[src/rtl/conv_seq_pkg.sv]
package conv_seq_pkg;

    typedef enum logic [1:0] {
        FR_WAIT_SYNC = 2'd0,
        FR_RUN       = 2'd1,
        FR_TAIL      = 2'd2
    } frame_state_t;

    typedef enum logic [2:0] {
        AC_IDLE    = 3'd0,
        AC_RD_CTRL = 3'd1,
        AC_RD_UL   = 3'd2,
        AC_WAIT_WR = 3'd3,
        AC_WR_DATA = 3'd4,
        AC_WR_AUX  = 3'd5,
        AC_DONE    = 3'd6
    } acc_state_t;

    localparam int WSEL_W = 3;
    localparam logic [WSEL_W-1:0] WS_CTRL = 3'd0;
    localparam logic [WSEL_W-1:0] WS_UL   = 3'd1;
    localparam logic [WSEL_W-1:0] WS_DATA = 3'd2;
    localparam logic [WSEL_W-1:0] WS_AUX  = 3'd3;

endpackage

[src/rtl/cs_prescaler.sv]
module cs_prescaler #(
    parameter int DIV = 24
) (
    input  logic clk,
    input  logic rst_n,
    input  logic restart,
    output logic bit_clk
);
    localparam int CW = (DIV > 1) ? $clog2(DIV) : 1;
    localparam logic [CW-1:0] PH_LAST = CW'(DIV - 1);
    localparam logic [CW-1:0] PH_HALF = CW'(DIV / 2);

    logic [CW-1:0] phase;

    always_ff @(posedge clk or negedge rst_n) begin
        if (!rst_n) begin
            phase <= '0;
        end else if (restart || phase == PH_LAST) begin
            phase <= '0;
        end else begin
            phase <= phase + 1'b1;
        end
    end

    always_comb begin
        bit_clk = (phase < PH_HALF);
    end
endmodule

[src/rtl/cs_frame_timer.sv]
module cs_frame_timer
    import conv_seq_pkg::*;
#(
    parameter int SLOT_CLKS = 833,
    parameter int NUM_SLOTS = 96,
    parameter int WR_WIN    = 16,
    localparam int TW = $clog2(SLOT_CLKS),
    localparam int SW = $clog2(NUM_SLOTS)
) (
    input  logic          clk,
    input  logic          rst_n,
    input  logic          restart,
    output logic [TW-1:0] tick,
    output logic [SW-1:0] slot,
    output logic          active,
    output logic          slot_first,
    output logic          slot_last,
    output logic          wr_zone
);
    localparam logic [TW-1:0] T_LAST = TW'(SLOT_CLKS - 1);
    localparam logic [TW-1:0] T_WR   = TW'(SLOT_CLKS - WR_WIN);
    localparam logic [SW-1:0] S_LAST = SW'(NUM_SLOTS - 1);

    frame_state_t st, st_nx;

    // state register
    always_ff @(posedge clk or negedge rst_n) begin
        if (!rst_n) begin
            st <= FR_WAIT_SYNC;
        end else begin
            st <= st_nx;
        end
    end

    // transitions
    always_comb begin
        st_nx = st;
        if (restart) begin
            st_nx = FR_RUN;
        end else begin
            unique case (st)
                FR_WAIT_SYNC: st_nx = FR_WAIT_SYNC;
                FR_RUN: begin
                    if (tick == T_LAST && slot == S_LAST) begin
                        st_nx = FR_TAIL;
                    end
                end
                FR_TAIL:      st_nx = FR_TAIL;
                default:      st_nx = FR_WAIT_SYNC;
            endcase
        end
    end

    // slot timer and conversion counter
    always_ff @(posedge clk or negedge rst_n) begin
        if (!rst_n) begin
            tick <= '0;
            slot <= '0;
        end else if (restart) begin
            tick <= '0;
            slot <= '0;
        end else if (st == FR_RUN) begin
            if (tick == T_LAST) begin
                tick <= '0;
                if (slot != S_LAST) begin
                    slot <= slot + 1'b1;
                end
            end else begin
                tick <= tick + 1'b1;
            end
        end
    end

    // outputs
    always_comb begin
        active     = (st == FR_RUN);
        slot_first = (st == FR_RUN) && (tick == '0);
        slot_last  = (st == FR_RUN) && (tick == T_LAST);
        wr_zone    = (st == FR_RUN) && (tick >= T_WR);
    end
endmodule

[src/rtl/cs_buf_port.sv]
module cs_buf_port
    import conv_seq_pkg::*;
#(
    parameter int DW = 16
) (
    input  logic              clk,
    input  logic              rst_n,
    input  logic              restart,
    input  logic              slot_first,
    input  logic              slot_last,
    input  logic              wr_zone,
    input  logic              mem_gnt,
    input  logic [DW-1:0]     mem_rdata,
    input  logic [DW-1:0]     data_in,
    input  logic [DW-1:0]     aux_in,
    output logic              mem_req,
    output logic              mem_we,
    output logic [WSEL_W-1:0] wsel,
    output logic [DW-1:0]     mem_wdata,
    output logic [DW-1:0]     ctrl_word,
    output logic              ctrl_upper,
    output logic              overrun
);
    acc_state_t st, st_nx;
    logic       missed;

    // state register
    always_ff @(posedge clk or negedge rst_n) begin
        if (!rst_n) begin
            st <= AC_IDLE;
        end else begin
            st <= st_nx;
        end
    end

    // transitions
    always_comb begin
        st_nx = st;
        if (restart || slot_last) begin
            st_nx = AC_IDLE;
        end else begin
            unique case (st)
                AC_IDLE:    if (slot_first) st_nx = AC_RD_CTRL;
                AC_RD_CTRL: if (mem_gnt)    st_nx = AC_RD_UL;
                AC_RD_UL:   if (mem_gnt)    st_nx = AC_WAIT_WR;
                AC_WAIT_WR: if (wr_zone)    st_nx = AC_WR_DATA;
                AC_WR_DATA: if (mem_gnt)    st_nx = AC_WR_AUX;
                AC_WR_AUX:  if (mem_gnt)    st_nx = AC_DONE;
                AC_DONE:                    st_nx = AC_DONE;
                default:                    st_nx = AC_IDLE;
            endcase
        end
    end

    always_comb begin
        missed = slot_last && !restart &&
                 !((st == AC_DONE) || (st == AC_WR_AUX && mem_gnt));
    end

    // captured words and sticky flag
    always_ff @(posedge clk or negedge rst_n) begin
        if (!rst_n) begin
            ctrl_word  <= '0;
            ctrl_upper <= 1'b0;
            overrun    <= 1'b0;
        end else begin
            if (missed) begin
                overrun <= 1'b1;
            end
            if (!restart && mem_gnt && st == AC_RD_CTRL) begin
                ctrl_word <= mem_rdata;
            end
            if (!restart && mem_gnt && st == AC_RD_UL) begin
                ctrl_upper <= mem_rdata[0];
            end
        end
    end

    // outputs
    always_comb begin
        mem_req   = 1'b0;
        mem_we    = 1'b0;
        wsel      = WS_CTRL;
        mem_wdata = '0;
        unique case (st)
            AC_RD_CTRL: begin
                mem_req = 1'b1;
                wsel    = WS_CTRL;
            end
            AC_RD_UL: begin
                mem_req = 1'b1;
                wsel    = WS_UL;
            end
            AC_WR_DATA: begin
                mem_req   = 1'b1;
                mem_we    = 1'b1;
                wsel      = WS_DATA;
                mem_wdata = data_in;
            end
            AC_WR_AUX: begin
                mem_req   = 1'b1;
                mem_we    = 1'b1;
                wsel      = WS_AUX;
                mem_wdata = aux_in;
            end
            default: begin
                mem_req = 1'b0;
            end
        endcase
    end
endmodule

[src/rtl/conv_seq.sv]
module conv_seq
    import conv_seq_pkg::*;
#(
    parameter int PRESCALE  = 24,
    parameter int SLOT_CLKS = 833,
    parameter int NUM_SLOTS = 96,
    parameter int WR_WIN    = 16,
    parameter int DW        = 16,
    localparam int TW = $clog2(SLOT_CLKS),
    localparam int SW = $clog2(NUM_SLOTS),
    localparam int AW = 1 + SW + WSEL_W
) (
    input  logic          clk,
    input  logic          rst_n,
    input  logic          field_in,
    input  logic          mem_gnt,
    input  logic [DW-1:0] mem_rdata,
    input  logic [DW-1:0] data_in,
    input  logic [DW-1:0] aux_in,
    output logic          bit_clk,
    output logic          frame_active,
    output logic [SW-1:0] slot_idx,
    output logic          fill_half,
    output logic          mem_req,
    output logic          mem_we,
    output logic [AW-1:0] mem_addr,
    output logic [DW-1:0] mem_wdata,
    output logic [DW-1:0] ctrl_word,
    output logic          ctrl_upper,
    output logic          overrun
);
    logic              field_q;
    logic              restart;
    logic [TW-1:0]     tick;
    logic              slot_first;
    logic              slot_last;
    logic              wr_zone;
    logic [WSEL_W-1:0] wsel;

    // field edge detect and buffer half toggle
    always_ff @(posedge clk or negedge rst_n) begin
        if (!rst_n) begin
            field_q   <= 1'b0;
            fill_half <= 1'b0;
        end else begin
            field_q <= field_in;
            if (restart) begin
                fill_half <= ~fill_half;
            end
        end
    end

    always_comb begin
        restart = field_in && !field_q;
    end

    cs_prescaler #(.DIV(PRESCALE)) u_presc (
        .clk     (clk),
        .rst_n   (rst_n),
        .restart (restart),
        .bit_clk (bit_clk)
    );

    cs_frame_timer #(
        .SLOT_CLKS (SLOT_CLKS),
        .NUM_SLOTS (NUM_SLOTS),
        .WR_WIN    (WR_WIN)
    ) u_timer (
        .clk        (clk),
        .rst_n      (rst_n),
        .restart    (restart),
        .tick       (tick),
        .slot       (slot_idx),
        .active     (frame_active),
        .slot_first (slot_first),
        .slot_last  (slot_last),
        .wr_zone    (wr_zone)
    );

    cs_buf_port #(.DW(DW)) u_port (
        .clk        (clk),
        .rst_n      (rst_n),
        .restart    (restart),
        .slot_first (slot_first),
        .slot_last  (slot_last),
        .wr_zone    (wr_zone),
        .mem_gnt    (mem_gnt),
        .mem_rdata  (mem_rdata),
        .data_in    (data_in),
        .aux_in     (aux_in),
        .mem_req    (mem_req),
        .mem_we     (mem_we),
        .wsel       (wsel),
        .mem_wdata  (mem_wdata),
        .ctrl_word  (ctrl_word),
        .ctrl_upper (ctrl_upper),
        .overrun    (overrun)
    );

    always_comb begin
        mem_addr = {fill_half, slot_idx, wsel};
    end
endmodule

[config.mk]
export PLATFORM = sky130hd
export DESIGN_NAME = conv_seq
export DESIGN_NICKNAME = d
export VERILOG_FILES = /design/src/rtl/conv_seq_pkg.sv /design/src/rtl/cs_prescaler.sv /design/src/rtl/cs_frame_timer.sv /design/src/rtl/cs_buf_port.sv /design/src/rtl/conv_seq.sv
export SDC_FILE = /design/constraint.sdc
export NUM_CORES = 1
export LEC_CHECK = 0
export BUFFER_PORTS_ARGS = -buffer_cell sky130_fd_sc_hd__buf_2
export CAP_MARGIN = 20
export CORE_MARGIN = 1
export CORE_UTILIZATION = 45
export CTS_CLUSTER_SIZE = 24
export DETAILED_ROUTE_END_ITERATION = 8
export GPL_TIMING_DRIVEN = 0
export PLACE_DENSITY = 0.76
export SYNTH_ARGS = -nofsm -noshare
export SYNTH_HDL_FRONTEND = slang
export SYNTH_SLANG_ARGS = --single-unit
[constraint.sdc]
create_clock -name clk -period 2.4 [get_ports clk]
set_input_delay 0 -clock clk [delete_from_list [all_inputs] [get_ports clk]]
set_output_delay 0 -clock clk [all_outputs]
set_load 0.1 [all_outputs]
==> metrics list, run 1 <==
* Initial Util: 46.64%
- After detailed routing, the average wire length per cell comes to 13.34 um.
- The die covers about 6000 um^2.
* Die Y-Extent: about 77 um
- Among all flip-flop cells after synthesis, the most frequent one is dfrtp_1.
- Switching power as a share of total power: just under 60%
- Category of the worst setup path capture point: flop
- Global routing used just over 20% of the available tracks across all layers.
* Terminus of the critical flop-to-flop path: u_port.st[0]
- Number of nets in the layout: 441
* Run status: finished, final reports clean
* Fraction of post-synthesis cell area in the top cell type by area: between 40% and 50%
- Nets in the synthesized netlist: between 300 and 400
- Detailed-router iteration count before antenna repair: 4
- Total inserted antenna cells: 0
- Proportion of synthesized chip area in sequential cells: 46.08%
- The biggest area contributor in the post-synthesis netlist is dfrtp_1.
- Setup repair after global routing left no endpoint under its margin.
* Gate power share: roughly three fifths
* Boundary Pins: roughly 110
* Chip width: 77.32 um
- Wires add up to approximately 6000 um.
- At the later pin of the worst-skew pair, clock insertion delay measures about 0.31 ns.
* Max frequency: roughly 0.44 GHz
- The longest clock path from root to sink contains 2 buffers.
- Total via count after detailed routing: around 2300
- Of all nets on the critical path, the largest fanout is 5.
* DRC: 0
- Clock H-tree levels: 2
- Across the VDD grid, the largest voltage drop is slightly above 1 mV.
- The final max-slew violation count was 0.
- Mean cell area of the mapped netlist: between 10 and 15 um^2
- Synthesis produced 246 cells.
* Total power draw: 4.250 mW
* Fraction of power consumed by the clock network: 11.4%
- Port bufs: approximately 110
* Final RePlAce weighted congestion: 0.8114
* Crit Reg-Reg Startpoint: u_timer.tick[1]
- Number of vias per cell after detailed routing: 5.187
- Aggregate global routing overflow: 0
- The min-delay analysis places its worst path in the category input pin to async pin.
- Summed over all nets, the switching power comes to roughly 2.5 mW.
- R2R depth: 7
- Total number of placement rows: 27
- Registers are responsible for between 20 and 30% of the overall power.
* Power per unit of standard cell area: about 1200 nW/um^2
* Synth warn: 0
- Number of global-route vias before repair: 2292
* Slew at the pin closest to its max-slew limit: 0.5593 ns
- By instance count, the leading cell after synthesis is dfrtp_1.
- Entering global routing, the biggest net connects 48 pins.
* Most frequent cells after synthesis: 47 x dfrtp_1, 17 x nor2_1, 16 x a22o_1, 16 x mux2_2, 13 x nand2_1
- Aggregate negative setup slack: 0 ns
* Post-synthesis to final-layout area growth: 36.67%
* Final worst clock skew: approximately 0.012 ns
- After floorplanning, the core was sized to cover 5473 um^2.
- Clock root buffer: clkbuf_8
- Of the available clock period, the critical path in the final layout requires a little over nine tenths.
- STA classifies the critical path startpoint as a flop.
* Initial antenna violation count: 0
- Data on the critical path arrives at its endpoint at approximately 2.4 ns.
- The setup path with the least slack is of type flop to flop.
- Internal power comes to 1.771 mW.
- FF+latch count, synth: 47
- In the synthesized netlist the async set-or-reset flop fraction comes to 100.0%.
* Setup slack on the worst flop-to-flop path: approximately 0.14 ns
* Number of max-capacitance violations reported: 0
- The count of nets left with antenna violations once routing finished came out at 0.
- Clock sink total: 47
* Worst relative slew slack: between 60% and 70%
- Required @ worst endpoint: roughly 2.6 ns
- Clock buffer count from CTS: 5
- Post CTS Setup Buffer Count: 0
* Netlist area before placement: ~2600 um^2
* Post-synth cell types: 45
- The first routing iteration left 60 violations.
- In this run the static leakage power is approximately 1.8 nW.
- Shortest clock period the worst path allows after layout: 2.261 ns
* Share of post-route cells with drive strength above 1: between 30% and 40%
- Number of setup violations in the final report: 0
- Clock-pin slew was measured on the worst setup and hold paths at about 0.10 ns.
- The most critical setup path has its endpoint at u_port.st[0].
- The critical path starts at u_timer.tick[1].
* Top post-synthesis cells by area: dfrtp_1 46%, mux2_2 7.1%, ha_1 5.9%
- TritonCTS clock tree: yes
- The first global-routing pass estimated a little over 10000 um of wire.
- EDFF count, synth: 0
- The count of final hold-check violations is 0.
- Summed over all nets, the half-perimeter wirelength after detailed placement is 4051 um.
-- routing by layer --
layer	vias to the layer above	part of all wire, %	GRT usage [%]
met5	-	0	0
met1	1115	43	24.64
met2	76	50	37.43
met4	0	1.2	5.283
li1	1133	-	-
met3	10	5.2	4.881
-- state kept, by name, indices dropped and copies added (netlist names) --
register / flops
field_q: 1
fill_half: 1
u_port.ctrl_upper: 1
u_port.ctrl_word: 16
u_port.overrun: 1
u_port.st: 3
u_presc.phase: 5
u_timer.slot: 7
u_timer.st: 2
u_timer.tick: 10
-- area by class of cell --
| cell class | count | area (um^2) |
|---|---|---|
| plain buffers | 19 | 111.4 |
| clock buffers | 5 | 68.82 |
| clock inverters | 3 | 18.77 |
| fillers | 471 | 1984 |
| inverters | 10 | 37.54 |
| multi-input cells | 168 | 1225 |
| flip-flops and latches | 47 | 1176 |
| well taps | 72 | 90.09 |
| repair buffers | 126 | 760.7 |
-- logic make-up (layout without fill, tap and decap cells) --
group	count (synthesis)	count (layout)	synth area share [%]
muxes	17	17	7.500
AOI/OAI and AO/OA	54	54	15.29
adders and majority gates	12	12	5.882
and+or+nand+nor	74	74	15.64
DFF	47	47	46.08
buffers and inverters	31	163	6.030
other	1	1	0.1469
xor gates and xnor gates	10	10	3.431
-- through the flow --
step                      area [um^2]  worst slack, ns  utilization, %  hold slack, ns  instances
after global routing             3488          0.02245           63.74         0.05311        450
final                            3488           0.1395           63.74         0.03750        450
after CTS                        3476          0.09920           63.51         0.05802        451
after floorplan                  2555           0.1915               -         -0.2956        246
after detailed placement         3181           0.1596           58.12          0.1426        425
after global placement           3181           0.2103           58.12          0.1359        425
-- critical path: stages (launching register included) --
cell	delay, ns
dfrtp_1	0.41
inv_1	0.10
ha_1	0.19
or4b_1	0.47
a311o_1	0.39
a41oi_2	0.30
o21ai_0	0.14
nor3b_1	0.15
-- timing repair --
action	in CTS	in global routing
setup endpoints to repair	10	10
gates resized for setup	12	0
endpoints found under the hold margin	65	0
hold buffers	18	0
-- power groups by stage --
| stage | Sequential, mW | Combinational, mW | Clock (mW) |
|---|---|---|---|
| after floorplan | 2.30 | 1.01 | 0 |
| after global placement | 1.16 | 2.51 | 0 |
| after detailed placement | 1.18 | 2.55 | 0 |
| after CTS | 1.17 | 2.59 | 0.498 |
| after global routing | 1.21 | 2.70 | 0.529 |
| final | 1.17 | 2.59 | 0.485 |
-- placed cells by master (no fill, tap or decap), types with 2 or more instances in the layout --
master / netlist / final
a21oi_1: 7 / 7
clkinv_2: 0 / 2
and2_1: 2 / 2
xor2_1: 4 / 4
dfrtp_1: 47 / 47
and4b_1: 2 / 2
dlygate4sd3_1: 0 / 18
o21ai_0: 11 / 11
nand3_1: 11 / 11
buf_2: 0 / 98
a22o_1: 16 / 16
ha_1: 12 / 11
or2_2: 2 / 2
nand4_1: 5 / 5
nor3b_1: 2 / 2
nand2_1: 13 / 13
o21ai_1: 4 / 4
clkbuf_8: 0 / 5
a311o_1: 2 / 2
clkbuf_1: 10 / 7
inv_1: 10 / 10
and3_1: 3 / 3
nor2b_1: 2 / 2
nor3_1: 2 / 2
o31ai_1: 4 / 4
buf_4: 10 / 20
mux2_2: 16 / 16
nand4b_1: 2 / 2
xnor2_1: 6 / 6
or3_1: 3 / 3
o41ai_1: 2 / 2
nand2b_1: 2 / 2
nor4_1: 2 / 2
nor2_1: 17 / 17
-- worst min path at each step --
stage,to,slack [ns],depth (start not counted)
3_3_place_gp,field_q,0.14,1
2_1_floorplan,field_q,-0.30,0
3_5_place_dp,field_q,0.14,1
6_report,u_timer.slot[4],0.04,2
4_1_cts,u_port.ctrl_upper,0.06,3
5_1_grt,u_timer.slot[4],0.05,2
Note: power is estimated with default switching activity, not from simulation.
==> run 2: changes to the inputs <==
--- a/config.mk
+++ b/config.mk
@@ -7,12 +7,14 @@
 export LEC_CHECK = 0
 export BUFFER_PORTS_ARGS = -buffer_cell sky130_fd_sc_hd__buf_2
 export CAP_MARGIN = 20
+export CELL_PAD_IN_SITES_DETAIL_PLACEMENT = 1
+export CELL_PAD_IN_SITES_GLOBAL_PLACEMENT = 1
 export CORE_MARGIN = 1
-export CORE_UTILIZATION = 45
+export CORE_UTILIZATION = 35
 export CTS_CLUSTER_SIZE = 24
 export DETAILED_ROUTE_END_ITERATION = 8
 export GPL_TIMING_DRIVEN = 0
-export PLACE_DENSITY = 0.76
+export PLACE_DENSITY_LB_ADDON = 0.1
 export SYNTH_ARGS = -nofsm -noshare
 export SYNTH_HDL_FRONTEND = slang
 export SYNTH_SLANG_ARGS = --single-unit
==> run 2 against run 1 <==
  * Register-to-register slack is essentially flat
  * Cell area grew 2.4%
  * Combinational power is essentially flat
  * Via count grew 0.73%
  * Non-clock buffer count grew 1
  * Maximum frequency grew 0.27%
  * Setup slack gained 0.0061 ns
  * Hold slack gained 0.027 ns
  * First-iteration DRC count shrank 37%
  * Clock-buffer cell count grew 1
  * Largest cell class unchanged
  * Largest power group unchanged
==> metrics list, run 2 (synthesis gave the netlist of run 1 again) <==
* Number of setup violations in the final report: 0 (unchanged)
* Clock sink total: 47 (unchanged)
- The cell row count is 30 (was 27).
- The cell at the slowest stage of the critical path was or4b_1 (unchanged).
* Crit path max-delay family: compound AO/OA/AOI/OAI gates (unchanged)
* Type of the tightest min-delay check: input pin to flop (was input pin to async pin)
* Switching power as a share of total power: 55.69% (was 58.33%)
- The buffer and inverter count on the worst path was 2 (was 1).
- Share of post-route cells with drive strength above 1: 39.58% (was 39.68%)
* Shortest clock period the worst path allows after layout: 2.254 ns (was 2.261 ns)
- Initial Util: 36.96% (was 46.64%)
- Flip-flop count of the largest register, all copies and words added: 16 (unchanged)
- The total clock buffers created by CTS is 5 (unchanged).
- Top fanout value on the critical path: 5 (unchanged)
- Number of max-capacitance violations reported: 0 (unchanged)
* Detailed-router iteration count before antenna repair: 4 (unchanged)
- Chip width: 87.40 um (was 77.32 um)
* Category of the worst setup path capture point: flop (unchanged)
- The number of levels the H-tree was split into was 2 (unchanged).
* Number of buffers on the longest clock path: 2 (unchanged)
- Unrepaired setup endpoints after global routing: false (unchanged)
* Max frequency: 0.4436 GHz (was 0.4424 GHz)
* Initial antenna violation count: 0 (unchanged)
* Final RePlAce weighted congestion: 0.7490 (was 0.8114)
* Total inserted antenna cells: 0 (unchanged)
- The top-level I/O count came to 109 (unchanged).
- The number of vias in the routed layout was 2351 (was 2334).
- Top reg by flops: u_port.ctrl_word (unchanged)
- GR Util All Layers: 19.43% (was 20.79%)
* Leading cell type in the layout, fill and taps excluded: buf_2 (unchanged)
* Aggregate negative setup slack: 0 ns (unchanged)
- Worst relative slew slack: 59.18% (was 62.58%)
- Aggregate global routing overflow: 0 (unchanged)
- The wire length reported by the detailed router was 7094 um (was 6002 um).
- Die Footprint: 7638 um^2 (was 5978 um^2)
- The cell at the root of the clock tree was clkbuf_8 (unchanged).
- Fraction of power consumed by sequential logic: 26.2% (was 27.6%)
* DRC: 0 (unchanged)
* Gate power share: 58.2% (was 61.0%)
- Final number of hold-violating endpoints: 0 (unchanged)
- Largest stage delay on the critical path: 0.47 ns (about the same)
- Highest-count cells in the layout ignoring fill and taps: 98 x buf_2, 47 x dfrtp_1, 21 x buf_4 (was 98 x buf_2, 47 x dfrtp_1, 20 x buf_4).
* Run status: finished, final reports clean (unchanged)
* Post-synthesis to final-layout area growth: 39.90% (was 36.67%)
- Leakage: 1.788 nW (was 1.765 nW)
- The worst IR drop on VDD was 0.8763 mV (was 1.008 mV).
- Power per unit of standard cell area: 1254 nW/um^2 (was 1218 nW/um^2)
- CP Cell Sequence: inv_1 -> ha_1 -> or4b_1 -> a311o_1 -> a41oi_2 -> buf_4 -> or3_1 -> o31ai_1 (was inv_1 -> ha_1 -> or4b_1 -> a311o_1 -> a41oi_2 -> o21ai_0 -> nor3b_1).
- The startpoint type of the worst setup path is a flop (unchanged).
- Internal power of the cells: 1.984 mW (was 1.771 mW)
* Maximum number of pins on one net before global-route repair: 48 (unchanged)
- The post-layout net count is 442 (was 441).
- The final worst hold slack was 0.06475 ns (was 0.03750 ns).
- Number of vias per cell after detailed routing: 4.949 (was 5.187)
* Signal arrival time at the worst endpoint: 2.44 ns (about the same)
- ANT nets after route: 0 (unchanged)
- The final routed wire length divided by cell count was 14.93 um (was 13.34 um).
- Registers with the most flip-flops: u_port.ctrl_word: 16 flops, u_timer.tick: 10 flops, u_timer.slot: 7 flops (unchanged).
* Total placed cells including tap cells: 449 (was 425)
* Die Y-Extent: 87.40 um (was 77.32 um)
* TritonCTS clock tree: yes (unchanged)
- The proportion of power drawn by the clock network was 15.6% (was 11.4%).
- Number of max-slew violations in the final report: 0 (unchanged)
* Final worst clock skew: 0.007405 ns (was 0.01234 ns)
* Clock insertion delay at the later pin of the skew report: 0.31 ns (about the same)
* Critical setup path kind: flop to flop (unchanged)
* Fill count: 851 (was 471)
- Clock slew at reported path FFs: 0.09 ns (was 0.10 ns)
* DRC violation total after the first TritonRoute iteration: 38 (was 60)
- Detailed Place HPWL: 4954 um (was 4051 um)
* Finished Layout Cells: 475 (was 450)
* Slew at the pin closest to its max-slew limit: 0.6100 ns (was 0.5593 ns)
* Wire length of the first global-routing pass: 11460 um (was 10070 um)
- The required time at the worst-slack endpoint came to 2.59 ns (was 2.58 ns).
- The count of buffers from port buffering is 107 (unchanged).
- Post-route clock period utilization: 93.94% (was 94.19%)
- The placeable core region is 6907 um^2 (was 5473 um^2).
- The number of global-route vias before repair was 2397 (was 2292).
* P_sw: 2.493 mW (was 2.479 mW)
==> run 2: path summary, 6_finish.rpt <==
path                            slack [ns]                  end            start  cells past startpoint
worst max-delay path                  0.15         u_port.st[1]  u_timer.tick[1]                      8
worst min-delay path                  0.06    u_port.ctrl_upper          mem_gnt                      3
worst max register to register        0.15         u_port.st[1]  u_timer.tick[1]                      8
worst min register to register        0.48       u_port.overrun   u_port.overrun                      1
max in group asynchronous             1.79  u_port.ctrl_word[1]            rst_n                      3
min in group asynchronous             0.11      u_timer.slot[0]            rst_n                      2
==> run 2: routing by layer <==
metal	vias to the layer above	wire [um]	GRT usage (%)
met5	-	0	0
met2	59	3664	34.45
met4	0	110	6.557
li1	1137	-	-
met1	1146	3019	23.35
met3	9	300	3.981
==> run 2: what timing repair did <==
| item | 4_1_cts | 5_1_grt |
|---|---|---|
| setup endpoints to repair | 10 | 12 |
| pin swaps | 0 | 1 |
| hold buffers | 18 | 0 |
| gates resized for setup | 12 | 0 |
| setup buffers | 0 | 1 |
| endpoints found under the hold margin | 65 | 0 |
==> run 2: cell type report <==
cell class              count  area (um^2)  share of cell area, %
inverters                  10        37.54                  1.051
repair buffers            127        768.2                  21.51
multi-input cells         168         1225                  34.30
plain buffers              19        111.4                  3.118
clock inverters             2        60.06                  1.682
well taps                  96        120.1                  3.364
flip-flops and latches     47         1176                  32.94
clock buffers               6        72.57                  2.032
==> run 2: per-stage QoR <==
| step | utilization, % | area, um^2 | setup slack, ns | power, mW |
|---|---|---|---|---|
| 2_1_floorplan | - | 2555 | 0.1915 | 3.308 |
| 3_3_place_gp | 46.49 | 3211 | 0.1560 | 3.707 |
| 3_5_place_dp | 46.49 | 3211 | 0.1301 | 3.744 |
| 4_1_cts | 51.41 | 3551 | 0.06278 | 4.495 |
| 5_1_grt | 51.70 | 3571 | 0.006740 | 4.685 |
| 6_report | 51.70 | 3571 | 0.1455 | 4.477 |
==> run 2: power by group through the flow <==
stage / sequential, mW / combinational [mW] / clock, mW
2_1_floorplan: 2.30 / 1.01 / 0
3_3_place_gp: 1.16 / 2.54 / 0
3_5_place_dp: 1.18 / 2.56 / 0
4_1_cts: 1.16 / 2.61 / 0.722
5_1_grt: 1.21 / 2.74 / 0.739
6_report: 1.17 / 2.61 / 0.697
==> run 2: tightest hold or removal path, stage by stage <==
cell and delay (ns):
buf_2 0.12, nand3_1 0.07, mux2_2 0.14
==> run 3: changes to the inputs <==
--- a/config.mk
+++ b/config.mk
@@ -9,6 +9,7 @@
 export CAP_MARGIN = 20
 export CELL_PAD_IN_SITES_DETAIL_PLACEMENT = 1
 export CELL_PAD_IN_SITES_GLOBAL_PLACEMENT = 1
+export CORE_ASPECT_RATIO = 2
 export CORE_MARGIN = 1
 export CORE_UTILIZATION = 35
 export CTS_CLUSTER_SIZE = 24
==> run 3 against run 2 <==
  * Maximum frequency is 0.19% lower
  * Critical endpoint is now u_port.st[0]
  * Non-clock buffer count decreased by 1
  * Setup slack worse by 0.0043 ns
  * Via count grew 2.2%
  * Die area increased by 0.28%
  * Cell count decreased by 1.5%
==> metrics list, run 3 (synthesis gave the netlist of run 1 again) <==
- The power density over the cells is 1255 nW/um^2 (was 1254 nW/um^2).
- Aggregate global routing overflow: 0 (unchanged)
- The placeable core region came to 6994 um^2 (was 6907 um^2).
- The required time at the worst-slack endpoint is 2.57 ns (was 2.59 ns).
* Post-Route WL: 6984 um (was 7094 um)
- The number of levels the H-tree was split into came to 2 (unchanged).
* Clock buffer count from CTS: 5 (unchanged)
- Clock insertion delay at the later pin of the skew report: 0.30 ns (was 0.31 ns)
- The cell area after layout came to 3571 um^2 (unchanged).
- Total inserted antenna cells: 0 (unchanged)
- Final RePlAce weighted congestion: 0.7450 (was 0.7490)
* Boundary Pins: 109 (unchanged)
* Total number of placement rows: 43 (was 30)
- The final worst hold slack was 0.07560 ns (was 0.06475 ns).
* Leakage: 1.791 nW (was 1.788 nW)
- The post-route setup TNS was 0 ns (unchanged).
- Detailed-router iteration count before antenna repair: 4 (unchanged)
- Chip width: 62.39 um (was 87.40 um)
* Number of buffers on the longest clock path: 2 (unchanged)
- The final HPWL from detailed placement came to 5112 um (was 4954 um).
- The number of fill cells was 835 (was 851).
- The critical setup path kind is flop to flop (unchanged).
* Clock root buffer: clkbuf_16 (was clkbuf_8)
- Highest-count cells in the layout ignoring fill and taps: 98 x buf_2, 47 x dfrtp_1, 20 x buf_4 (was 98 x buf_2, 47 x dfrtp_1, 21 x buf_4).
* DR WL/cell: 14.92 um (was 14.93 um)
- Worst relative slew slack: 59.00% (was 59.18%)
* Shortest clock period the worst path allows after layout: 2.259 ns (was 2.254 ns)
* Type of the tightest min-delay check: input pin to flop (unchanged)
- Share of post-route cells with drive strength above 1: 39.68% (was 39.58%)
- Category of the worst setup path capture point: flop (unchanged)
- The portion of the clock cycle consumed by the worst path in the final layout is 94.12% (was 93.94%).
* Total via count after detailed routing: 2403 (was 2351)
- Clock sink total: 47 (unchanged)
* Element type at the critical path start: flop (unchanged)
* Number of setup violations in the final report: 0 (unchanged)
* Number of max-slew violations in the final report: 0 (unchanged)
* Top fanout value on the critical path: 5 (unchanged)
- GR Util All Layers: 19.30% (was 19.43%)
* Final number of hold-violating endpoints: 0 (unchanged)
* Initial antenna violation count: 0 (unchanged)
* Setup slack on the worst flop-to-flop path: 0.14 ns (was 0.15 ns)
- Post-Place Cell Area: 3203 um^2 (was 3211 um^2)
- The number of flip-flops in the largest register was 16 (unchanged).
- Leading cell type in the layout, fill and taps excluded: buf_2 (unchanged)
* Maximum number of pins on one net before global-route repair: 48 (unchanged)
- Registers with the most flip-flops: u_port.ctrl_word: 16 flops, u_timer.tick: 10 flops, u_timer.slot: 7 flops (unchanged).
- The worst IR drop on VDD came to 1.110 mV (was 0.8763 mV).
- Initial Util: 36.49% (was 36.96%)
* Final worst clock skew: 0.005280 ns (was 0.007405 ns)
* Setup Slack @ Placement: 0.08106 ns (was 0.1301 ns)
* Unrepaired setup endpoints after global routing: false (unchanged)
- The clock-pin slew on the worst setup and hold paths was 0.07 ns (was 0.09 ns).
- The global-route wire length before repair was 11690 um (was 11460 um).
- The worst-margin pin slew is 0.6128 ns (was 0.6100 ns).
* Post-synthesis to final-layout area growth: 39.90% (unchanged)
- Number of global-route vias before repair: 2542 (was 2397)
- Number of nets in the layout: 441 (was 442)
* Die Y-Extent: 122.8 um (was 87.40 um)
* Finished Core Util: 51.06% (was 51.70%)
- The final critical-path setup slack was 0.1412 ns (was 0.1455 ns).
* Die Footprint: 7659 um^2 (was 7638 um^2)
* Number of vias per cell after detailed routing: 5.135 (was 4.949)
* Top reg by flops: u_port.ctrl_word (unchanged)
- ANT nets after route: 0 (unchanged)
* Number of max-capacitance violations reported: 0 (unchanged)
- DRC: 0 (unchanged)
- Post CTS Setup Buffer Count: 0 (unchanged)
- Signal arrival time at the worst endpoint: 2.43 ns (was 2.44 ns)
- The upper clock frequency limit was 0.4427 GHz (was 0.4436 GHz).
- Run status: finished, final reports clean (unchanged).
* TritonCTS clock tree: yes (unchanged)
* Port bufs: 107 (unchanged)
- The violation count after the first detailed-route iteration is 59 (was 38).
## run 3: cell types whose count changed in the layout (fill, tap and decap cells not counted)
cell       previous run  this run
clkbuf_16             0         5
clkbuf_8              5         0
bufinv_16             2         0
inv_6                 0         2
buf_4                21        20
clkbuf_1              8         7
clkinv_2              0         1
## run 3: repair_timing
action | 4_1_cts | 5_1_grt
hold buffers | 18 | 0
endpoints found under the setup margin | 10 | 12
gates resized for setup | 12 | 0
hold endpoints to repair | 65 | 0
## run 3: worst paths after layout
kind | depth (start not counted) | start | to
max | 7 | u_timer.tick[1] | u_port.st[0]
min | 3 | mem_gnt | u_port.ctrl_upper
max reg2reg | 7 | u_timer.tick[1] | u_port.st[0]
min reg2reg | 1 | u_presc.phase[0] | u_presc.phase[0]
max in group asynchronous | 3 | rst_n | u_port.ctrl_upper
min in group asynchronous | 2 | rst_n | u_timer.slot[4]
## run 3: power by group
part | internal, mW | switching (mW) | total (mW) | leakage (nW)
Sequential | 1.02 | 0.147 | 1.16 | 0.603
Clock | 0.392 | 0.330 | 0.722 | 0.0746
Combinational | 0.547 | 2.05 | 2.59 | 1.11
## run 3: critical path, cell delays in order, from the launching register on
cell and delay (ns):
dfrtp_1 0.41, inv_1 0.10, ha_1 0.18, or4b_1 0.46, a311o_1 0.40, a41oi_2 0.30, o21ai_0 0.14, nor3b_1 0.15
## run 3: metal layers
metal  part of all wire (%)  GRT usage [%]
met1                     36          19.19
met2                     57          37.77
met3                    4.2          3.903
met4                    2.4          8.576
met5                      0              0
## run 3: cell type report
type / instances / area, um^2 / area share (%)
Buffer: 19 / 111.4 / 3.118
Clock buffer: 5 / 125.1 / 3.504
Multi-Input combinational cell: 168 / 1225 / 34.30
Tap cell: 90 / 112.6 / 3.153
Timing Repair Buffer: 126 / 760.7 / 21.30
Clock inverter: 3 / 22.52 / 0.6307
Sequential cell: 47 / 1176 / 32.94
Inverter: 10 / 37.54 / 1.051
## run 3: per-stage QoR
| stage | total power [mW] | std cells |
|---|---|---|
| 2_1_floorplan | 3.308 | 246 |
| 3_3_place_gp | 3.706 | 443 |
| 3_5_place_dp | 3.749 | 443 |
| 4_1_cts | 4.519 | 469 |
| 5_1_grt | 4.689 | 468 |
| 6_report | 4.480 | 468 |
